File: src/rtl/spi_cmd_pkg.sv
package spi_cmd_pkg;
  typedef struct packed {
    logic sclk_rise;
    logic sclk_fall;
    logic cs_fall;
    logic cs_rise;
  } spi_ev_t;
endpackage

File: src/rtl/spi_cmd_sync.sv
module spi_cmd_sync #(
  parameter int unsigned N = 4,
  parameter int unsigned STAGES = 2,
  parameter logic [N-1:0] RST_VAL = '0
) (
  input  logic         clk_i,
  input  logic         rst_ni,
  input  logic [N-1:0] d_i,
  output logic [N-1:0] q_o
);
  for (genvar b = 0; b < N; b++) begin : g_bit
    logic [STAGES-1:0] chain_q;
    always_ff @(posedge clk_i or negedge rst_ni) begin
      if (!rst_ni) chain_q <= {STAGES{RST_VAL[b]}};
      else         chain_q <= {chain_q[STAGES-2:0], d_i[b]};
    end
    assign q_o[b] = chain_q[STAGES-1];
  end
endmodule

File: src/rtl/spi_cmd_edge.sv
module spi_cmd_edge
  import spi_cmd_pkg::*;
(
  input  logic    clk_i,
  input  logic    rst_ni,
  input  logic    en_s_i,
  input  logic    csb_s_i,
  input  logic    sclk_s_i,
  output spi_ev_t ev_o
);
  logic csb_q, sclk_q;

  always_ff @(posedge clk_i or negedge rst_ni) begin
    if (!rst_ni) begin
      csb_q  <= 1'b1;
      sclk_q <= 1'b0;
    end else begin
      csb_q  <= csb_s_i;
      sclk_q <= sclk_s_i;
    end
  end

  always_comb begin
    ev_o.cs_fall   = en_s_i & csb_q & ~csb_s_i;
    ev_o.cs_rise   = en_s_i & ~csb_q & csb_s_i;
    ev_o.sclk_rise = en_s_i & ~csb_s_i & ~sclk_q & sclk_s_i;
    ev_o.sclk_fall = en_s_i & ~csb_s_i & sclk_q & ~sclk_s_i;
  end
endmodule

File: src/rtl/spi_cmd_shift.sv
module spi_cmd_shift
  import spi_cmd_pkg::*;
#(
  parameter int unsigned WORD_W = 16
) (
  input  logic              clk_i,
  input  logic              rst_ni,
  input  logic              en_s_i,
  input  spi_ev_t           ev_i,
  input  logic              si_s_i,
  input  logic [WORD_W-1:0] status_i,
  output logic              active_o,
  output logic              so_bit_o,
  output logic [WORD_W-1:0] rx_word_o,
  output logic              frame_ok_o
);
  localparam int unsigned CNT_W = (WORD_W > 1) ? $clog2(WORD_W) : 1;
  localparam logic [CNT_W-1:0] CNT_LAST = CNT_W'(WORD_W - 1);

  logic              active_q, seen_q, last_si_q;
  logic [CNT_W-1:0]  cnt_q;
  logic [WORD_W-1:0] tx_q, rx_q;

  always_ff @(posedge clk_i or negedge rst_ni) begin
    if (!rst_ni) begin
      active_q  <= 1'b0;
      seen_q    <= 1'b0;
      last_si_q <= 1'b0;
      cnt_q     <= '0;
      tx_q      <= '0;
      rx_q      <= '0;
    end else if (!en_s_i) begin
      active_q  <= 1'b0;
      seen_q    <= 1'b0;
      last_si_q <= 1'b0;
      cnt_q     <= '0;
      tx_q      <= '0;
      rx_q      <= '0;
    end else if (ev_i.cs_fall) begin
      active_q  <= 1'b1;
      seen_q    <= 1'b0;
      last_si_q <= 1'b0;
      cnt_q     <= '0;
      tx_q      <= status_i;  // coherent snapshot
    end else if (ev_i.cs_rise) begin
      active_q  <= 1'b0;
    end else if (active_q) begin
      if (ev_i.sclk_fall) begin
        rx_q      <= {si_s_i, rx_q[WORD_W-1:1]};
        last_si_q <= si_s_i;
        seen_q    <= 1'b1;
        cnt_q     <= (cnt_q == CNT_LAST) ? '0 : cnt_q + CNT_W'(1);
      end
      // first rising edge keeps bit 0 in place; later ones advance
      if (ev_i.sclk_rise && seen_q) begin
        tx_q <= {last_si_q, tx_q[WORD_W-1:1]};
      end
    end
  end

  assign active_o   = active_q;
  assign so_bit_o   = tx_q[0];
  assign rx_word_o  = rx_q;
  assign frame_ok_o = active_q & seen_q & (cnt_q == '0);
endmodule

File: src/rtl/spi_cmd_rx.sv
module spi_cmd_rx
  import spi_cmd_pkg::*;
#(
  parameter int unsigned WORD_W = 16,
  parameter int unsigned SYNC_STAGES = 2
) (
  input  logic              clk_i,
  input  logic              rst_ni,
  input  logic              en_i,
  input  logic              csb_i,
  input  logic              sclk_i,
  input  logic              si_i,
  input  logic [WORD_W-1:0] status_i,
  output logic              so_o,
  output logic              so_oe_o,
  output logic [WORD_W-1:0] cmd_o,
  output logic              commit_o,
  output logic              srr_o
);
  localparam int unsigned N_SYNC = 4;
  localparam logic [N_SYNC-1:0] SYNC_RST = 4'b0100;  // {en, csb, sclk, si}

  logic [N_SYNC-1:0] raw, synced;
  logic en_s, csb_s, sclk_s, si_s;
  spi_ev_t ev;
  logic active, so_bit, frame_ok;
  logic [WORD_W-1:0] rx_word;
  logic [WORD_W-1:0] cmd_q;
  logic commit_q, srr_q;

  assign raw = {en_i, csb_i, sclk_i, si_i};
  assign {en_s, csb_s, sclk_s, si_s} = synced;

  spi_cmd_sync #(
    .N(N_SYNC), .STAGES(SYNC_STAGES), .RST_VAL(SYNC_RST)
  ) u_sync (
    .clk_i(clk_i), .rst_ni(rst_ni), .d_i(raw), .q_o(synced)
  );

  spi_cmd_edge u_edge (
    .clk_i(clk_i), .rst_ni(rst_ni), .en_s_i(en_s),
    .csb_s_i(csb_s), .sclk_s_i(sclk_s), .ev_o(ev)
  );

  spi_cmd_shift #(.WORD_W(WORD_W)) u_shift (
    .clk_i(clk_i), .rst_ni(rst_ni), .en_s_i(en_s), .ev_i(ev),
    .si_s_i(si_s), .status_i(status_i), .active_o(active),
    .so_bit_o(so_bit), .rx_word_o(rx_word), .frame_ok_o(frame_ok)
  );

  always_ff @(posedge clk_i or negedge rst_ni) begin
    if (!rst_ni) begin
      cmd_q    <= '0;
      commit_q <= 1'b0;
      srr_q    <= 1'b0;
    end else if (!en_s) begin
      cmd_q    <= '0;
      commit_q <= 1'b0;
      srr_q    <= 1'b0;
    end else begin
      commit_q <= 1'b0;
      srr_q    <= 1'b0;
      if (ev.cs_rise && frame_ok) begin
        cmd_q    <= rx_word;
        commit_q <= 1'b1;
        srr_q    <= rx_word[0];
      end
    end
  end

  assign cmd_o    = cmd_q;
  assign commit_o = commit_q;
  assign srr_o    = srr_q;
  assign so_oe_o  = active;
  assign so_o     = active & so_bit;
endmodule

File: config.mk
export PLATFORM = sky130hd
export DESIGN_NAME = spi_cmd_rx
export DESIGN_NICKNAME = d
export VERILOG_FILES = /design/src/rtl/spi_cmd_pkg.sv /design/src/rtl/spi_cmd_sync.sv /design/src/rtl/spi_cmd_edge.sv /design/src/rtl/spi_cmd_shift.sv /design/src/rtl/spi_cmd_rx.sv
export SDC_FILE = /design/constraint.sdc
export NUM_CORES = 1
export LEC_CHECK = 0
export ABC_AREA = 0
export ABC_CLOCK_PERIOD_IN_PS = 1800
export BUFFER_PORTS_ARGS = -buffer_cell sky130_fd_sc_hd__buf_2
export CAP_MARGIN = 20
export CORE_MARGIN = 2
export CORE_UTILIZATION = 54
export CTS_BUF_LIST = sky130_fd_sc_hd__clkbuf_8
export DETAILED_ROUTE_END_ITERATION = 8
export PLACE_DENSITY_LB_ADDON = 0.25
export SLEW_MARGIN = 20
export SYNTH_ARGS = -nofsm -noshare
export SYNTH_HDL_FRONTEND = slang
export SYNTH_HIERARCHICAL = 1
export SYNTH_SLANG_ARGS = --single-unit
File: constraint.sdc
create_clock -name clk_i -period 1.8 [get_ports clk_i]
set_input_delay 0.27 -clock clk_i [delete_from_list [all_inputs] [get_ports clk_i]]
set_output_delay 0.27 -clock clk_i [all_outputs]
set_load 0.01 [all_outputs]
==> run summary, run 1 <==
Outcome -> finished, final reports clean
Post-synthesis mux area share -> 0.1223
Fin Clk Skew -> 6.845 ps
XOR/XNOR Fraction of Synth Area -> 0.005670
Syn_nets -> 298
Core area -> 5507 um2
TritonCTS Buffers -> 9
Synth Area in Simple Gates -> 0.1839
Top cells by count, synth -> dfrtp_1, nand2_1, o21ai_0
Crit Reg-Reg Startpoint -> u_sync/g_bit[2].chain_q[1]
Drt first pass iters -> 4
Synth top area share -> 0.5184
Ports -> 42
WHS Path Cells -> 1
Vias in the first global route -> 2031
CTS tree -> yes
Area grow syn2layout -> 17.82%
Avg Cell Area, Syn -> 11.27 um2
Most frequent cell after synthesis -> dfrtp_1
Synthesized area -> 3089 um2
HP Class -> input pin to register
Routability cong. -> 0.8127
H-tree levels -> 3
Vias -> 2136
1st-iter DRT viols -> 117
Overall die area -> 6342 um2
CTS Root Cell -> clkbuf_8
Sequential area share after synthesis -> 0.5439
Hold wc startpoint -> si_i
Worst VDD drop -> 595.9 uV
Post-layout util -> 0.6610
Largest family of logic cells by synthesized area -> simple AND/OR/NAND/NOR gates
Synth Area in Adders -> 0.008100
Synth Area in Compound Gates -> 0.07898
Die W -> 79.64 um
Final WL -> 5889 um
Post-route DRC -> 0
Asr flop ratio synth -> 1.000
Port buffer count -> 41
FF-to-FF End -> u_shift/tx_q[9]
Critical-path maximum fanout -> 8
FF+latch count, synth -> 67
Min Clock Period, post-route -> 1761 ps
EDFF count, synth -> 0
Starting density of the core -> 0.5610
Ys flop type -> dfrtp_1
Cells after Synth -> 274
PwrDens -> 863.4 nW/um2
DPL Wire Length -> 3571 um
Antenna diodes -> 0
Final setup vio count -> 0
Relative slew slack -> 0.7338
Overflow after GRT -> 0
Cell row count -> 27
Vias per cell -> 5.421
Part of the cycle the worst path needs -> 0.9785
Largest net degree at the start of global routing -> 68
Fmax -> 0.5678 GHz
Yosys top cell by area -> dfrtp_1
Ranking of synthesized cells by area -> dfrtp_1, mux2i_1, mux2_4, nand2_1, o21ai_0
R2R setup slack -> 40 ps
R2R depth -> 5
CP Class -> register to register
Final ANT Viol Nets -> 0
Type of element launching the critical path -> register
Final hold vios -> 0
Setup slack after layout -> 38.74 ps
Clk_lat worst skew -> 350 ps
First-pass GRT wire length -> 10040 um
Synth warn -> 6
Fin nets -> 341
GR Util All Layers -> 0.2082
Antenna violations before repair -> 0
Distinct cells, synth -> 35
Leakage -> 1.682 nW
Hold Path Sink -> u_sync/g_bit[0].chain_q[0]
Clk buf depth -> 2
Num Clock Sinks -> 67
Worst EP required -> 2030 ps
Worst setup EP type -> register
Layout cells sized above 1 -> 0.3416
Max_cap viols -> 0
Final setup TNS -> 0 ps
Clk slew on worst S/H paths -> 70 ps
Pre-CTS WS -> 27.67 ps
Max Slew Vio Count -> 0
Arr. time, crit path -> 1990 ps
Vert. Die Dim -> 79.64 um
Slew @ Worst Pin -> 399.3 ps
Filler instances -> 448
DR WL/cell -> 14.95 um
worst max-delay path, stage by stage (launching register included):
cell and delay (ps):
dfstp_2 540, and3b_2 180, and2b_1 200, a31o_4 260
clkbuf_16 170, mux2_4 300
worst max path at each step:
stage                                     startpoint                to  slack (ps)  depth (start not counted)
after global placement                  u_edge/csb_q   u_shift/tx_q[0]          80                          5
after CTS                               u_edge/csb_q   u_shift/tx_q[1]          20                          5
after global routing      u_sync/g_bit[2].chain_q[1]   u_shift/tx_q[8]          -2                          5
after detailed placement                u_edge/csb_q   u_shift/tx_q[1]          30                          5
final                     u_sync/g_bit[2].chain_q[1]   u_shift/tx_q[9]          40                          5
after floorplan           u_sync/g_bit[2].chain_q[1]  u_shift/tx_q[10]        -150                          8
routing by layer:
metal	GRT usage	vias to the layer above	routed length (um)
met3	0.07466	6	308
li1	-	1047	-
met2	0.2950	55	2731
met4	0.06724	0	58
met1	0.2986	1028	2791
met5	0	-	0
layout by cell type (no fill, tap or decap), drive strengths merged, types with 10 or more instances in the layout:
master / count
buf: 54
clkbuf: 10
dfrtp: 64
mux2: 16
mux2i: 16
nand2: 35
nand3: 18
nand4: 16
nor2b: 16
o21ai: 33
power breakdown:
| part | switching, W | internal (W) | total [W] |
|---|---|---|---|
| registers | 0.0000184 | 0.00154 | 0.00156 |
| clock network | 0.000592 | 0.000774 | 0.00137 |
| logic | 0.000113 | 0.000108 | 0.000221 |
area by class of cell:
cell class / count / area (um2) / share of cell area
timing repair buffer: 57 / 389.1 / 0.1069
sequential: 67 / 1682 / 0.4620
clock buffer: 9 / 123.9 / 0.03403
clock inverter: 7 / 92.59 / 0.02544
tap: 72 / 90.09 / 0.02475
multi-input combinational: 178 / 1247 / 0.3427
inverter: 4 / 15.01 / 0.004125
state kept, by name (all words and copies together) (netlist names), 4 cells and up:
| signal | cells |
|---|---|
| cmd_o | 16 |
| u_sync/g_bit.chain_q | 8 |
| u_shift/cnt_q | 4 |
| u_shift/tx_q | 16 |
| u_shift/rx_word_o | 16 |
what timing repair did:
action / in CTS / in global routing
hold buffers: 1 / 1
setup endpoints to repair: 0 / 16
endpoints found under the hold margin: 64 / 1
setup buffers: 0 / 1
gates resized for setup: 0 / 3
cells by family after synthesis:
kind of cell,count (synthesis)
muxes,32
xor gates and xnor gates,2
adders and majority gates,2
and+or+nand+nor,102
AOI/OAI and AO/OA,40
buffers and inverters,29
DFF,67
per-stage QoR:
| stage | hold slack [ps] | instances | total power (W) | area [um2] |
|---|---|---|---|---|
| 6_report | 26.69 | 394 | 0.003143 | 3640 |
| 5_1_grt | 6.704 | 394 | 0.003257 | 3640 |
| 4_1_cts | 2.533 | 391 | 0.003163 | 3585 |
| 3_5_place_dp | 316.4 | 374 | 0.001791 | 3358 |
| 3_3_place_gp | 317.5 | 374 | 0.001788 | 3358 |
| 2_1_floorplan | -25.59 | 274 | 0.001714 | 3097 |
(Power assumes the default switching activity.)
==> run 2, diff against run 1 <==
--- a/config.mk
+++ b/config.mk
@@ -6,11 +6,10 @@
 export NUM_CORES = 1
 export LEC_CHECK = 0
 export ABC_AREA = 0
-export ABC_CLOCK_PERIOD_IN_PS = 1800
+export ABC_CLOCK_PERIOD_IN_PS = 2000
 export BUFFER_PORTS_ARGS = -buffer_cell sky130_fd_sc_hd__buf_2
 export CAP_MARGIN = 20
-export CORE_MARGIN = 2
-export CORE_UTILIZATION = 54
+export CORE_UTILIZATION = 50
 export CTS_BUF_LIST = sky130_fd_sc_hd__clkbuf_8
 export DETAILED_ROUTE_END_ITERATION = 8
 export PLACE_DENSITY_LB_ADDON = 0.25
==> constraint.sdc (replaced) <==
create_clock -name clk_i -period 2 [get_ports clk_i]
set_input_delay 0.3 -clock clk_i [delete_from_list [all_inputs] [get_ports clk_i]]
set_output_delay 0.3 -clock clk_i [all_outputs]
set_load 0.01 [all_outputs]
==> run 2 against run 1 <==
Critical path depth did not move. Combinational power fell by 17%. First-iteration DRC count is 40% higher. Worst hold slack gained 46 ps.
==> run summary, run 2 (synthesized netlist as in run 1, its figures left out) <==
Core area -> 5956 um2 (was 5507 um2)
Fin Clk Skew -> 8.059 ps (was 6.845 ps)
Final ANT Viol Nets -> 0 (unchanged)
Outcome -> finished, final reports clean (unchanged)
Final hold vios -> 0 (unchanged)
Layout cells sized above 1 -> 0.3302 (was 0.3416)
Final hold slack -> 72.24 ps (was 26.69 ps)
Max Slew Vio Count -> 0 (unchanged)
Clk slew on worst S/H paths -> 70 ps (about the same)
DR WL/cell -> 14.03 um (was 14.95 um)
GR Util All Layers -> 0.1959 (was 0.2082)
Die W -> 80.60 um (was 79.64 um)
Area grow syn2layout -> 15.84% (was 17.82%)
TritonCTS Buffers -> 9 (unchanged)
Type of element launching the critical path -> register (unchanged)
Antenna violations before repair -> 0 (unchanged)
Port buffer count -> 41 (unchanged)
PwrDens -> 768.0 nW/um2 (was 863.4 nW/um2)
Fmax -> 0.5454 GHz (was 0.5678 GHz)
Final WL -> 5514 um (was 5889 um)
H-tree levels -> 3 (unchanged)
Worst setup EP type -> register (unchanged)
Critical path's slowest cell -> dfstp_2 (unchanged)
Arr. time, crit path -> 2040 ps (was 1990 ps)
DPL Wire Length -> 3706 um (was 3571 um)
Max_cap viols -> 0 (unchanged)
Cell row count -> 28 (was 27)
Routability cong. -> 0.7284 (was 0.8127)
HP Class -> input pin to register (unchanged)
CP max stage delay -> 520 ps (was 540 ps)
CTS tree -> yes (unchanged)
Filler instances -> 505 (was 448)
Part of the cycle the worst path needs -> 0.9168 (was 0.9785)
Fin nets -> 337 (was 341)
Starting density of the core -> 0.5187 (was 0.5610)
Clk_lat worst skew -> 330 ps (was 350 ps)
Clk buf depth -> 2 (unchanged)
First-pass GRT wire length -> 9591 um (was 10040 um)
CP top delay family -> flip-flops (unchanged)
Drt first pass iters -> 4 (unchanged)
CP Cell Sequence -> and3b_2, and2b_1, a31o_1, buf_12, mux2_2 (was and3b_2, and2b_1, a31o_4, clkbuf_16, mux2_4)
Cts repair resizes -> 0 (unchanged)
Final setup vio count -> 0 (unchanged)
Vias per cell -> 5.399 (was 5.421)
Most common library cell in the layout ignoring fill and taps -> dfrtp_1 (unchanged)
Relative slew slack -> 0.7753 (was 0.7338)
Overflow after GRT -> 0 (unchanged)
Ports -> 42 (unchanged)
Critical path buffers and inverters -> 1 (unchanged)
Antenna diodes -> 0 (unchanged)
Overall die area -> 6496 um2 (was 6342 um2)
RSZ-0062 raised after global routing -> no
Largest net degree at the start of global routing -> 37 (was 68)
CTS Root Cell -> clkbuf_8 (unchanged)
Num Clock Sinks -> 67 (unchanged)
Slew @ Worst Pin -> 337.1 ps (was 399.3 ps)
Register area -> 1682 um2 (unchanged)
Vias in the first global route -> 1990 (was 2031)
Min Clock Period, post-route -> 1834 ps (was 1761 ps)
Final setup TNS -> 0 ps (unchanged)
CP Class -> register to register (unchanged)
Leading cell types in the layout, fill and taps excluded -> dfrtp_1, buf_2, nand2_1, o21ai_0, nand3_1 (unchanged)
Post-layout util -> 0.6008 (was 0.6610)
Worst EP required -> 2210 ps (was 2030 ps)
# hold bufs at CTS -> 1 (unchanged)
Vias -> 2122 (was 2136)
Multi-input logic area -> 1239 um2 (was 1247 um2)
Post-CTS Setup Bufs -> 0 (unchanged)
Critical-path maximum fanout -> 16 (was 8)
Worst VDD drop -> 466.0 uV (was 595.9 uV)
Post-route DRC -> 0 (unchanged)
Vert. Die Dim -> 80.60 um (was 79.64 um)
1st-iter DRT viols -> 164 (was 117)
Leakage -> 1.655 nW (was 1.682 nW)
## run 2: worst reg2reg max path, delay by kind of cell (launching register included)
family | cells | cell delay (ps)
and+or+nand+nor | 2 | 460
muxes | 1 | 350
AOI/OAI and AO/OA | 1 | 220
DFF | 1 | 520
buffers and inverters | 1 | 180
## run 2: worst paths after layout
kind / from / end / slack, ps / cells after the start
max: u_edge/csb_q / u_shift/tx_q[13] / 170 / 5
min: csb_i / u_sync/g_bit[2].chain_q[0] / 70 / 1
max reg2reg: u_edge/csb_q / u_shift/tx_q[13] / 170 / 5
min reg2reg: u_sync/g_bit[0].chain_q[0] / u_sync/g_bit[0].chain_q[1] / 350 / 0
max in group asynchronous: rst_ni / u_sync/g_bit[2].chain_q[0] / 1000 / 3
min in group asynchronous: rst_ni / cmd_o[3] / 390 / 2
## run 2: layer usage
layer / up-vias / routed length [um] / part of all wire / GRT usage
met5: - / 0 / 0 / 0
met4: 0 / 66 / 0.012 / 0.07500
met3: 7 / 196 / 0.036 / 0.04545
met2: 43 / 2578 / 0.47 / 0.2907
met1: 1032 / 2673 / 0.48 / 0.2766
li1: 1040 / - / - / -
## run 2: final cells by class
cell class / count / area share
timing repair buffer: 53 / 0.09371
multi-input combinational: 178 / 0.3462
inverter: 4 / 0.004196
sequential: 67 / 0.4699
clock buffer: 12 / 0.04615
clock inverter: 4 / 0.01364
tap: 75 / 0.02622
## run 2: through the flow
| stage | total power (W) | cell area, um2 | worst slack, ps | std cells |
|---|---|---|---|---|
| CTS | 0.002782 | 3578 | 160.6 | 393 |
| global route | 0.002869 | 3578 | 109.6 | 393 |
| global placement | 0.001607 | 3354 | 234.9 | 376 |
| finish | 0.002748 | 3578 | 166.4 | 393 |
| floorplan | 0.001541 | 3089 | 37.37 | 274 |
| detailed placement | 0.001611 | 3354 | 177.4 | 376 |
## run 2: report_power, final
group          switching [W]  internal, W
sequential         0.0000164      0.00138
combinational      0.0000971    0.0000861
clock               0.000491     0.000674
total               0.000604      0.00214
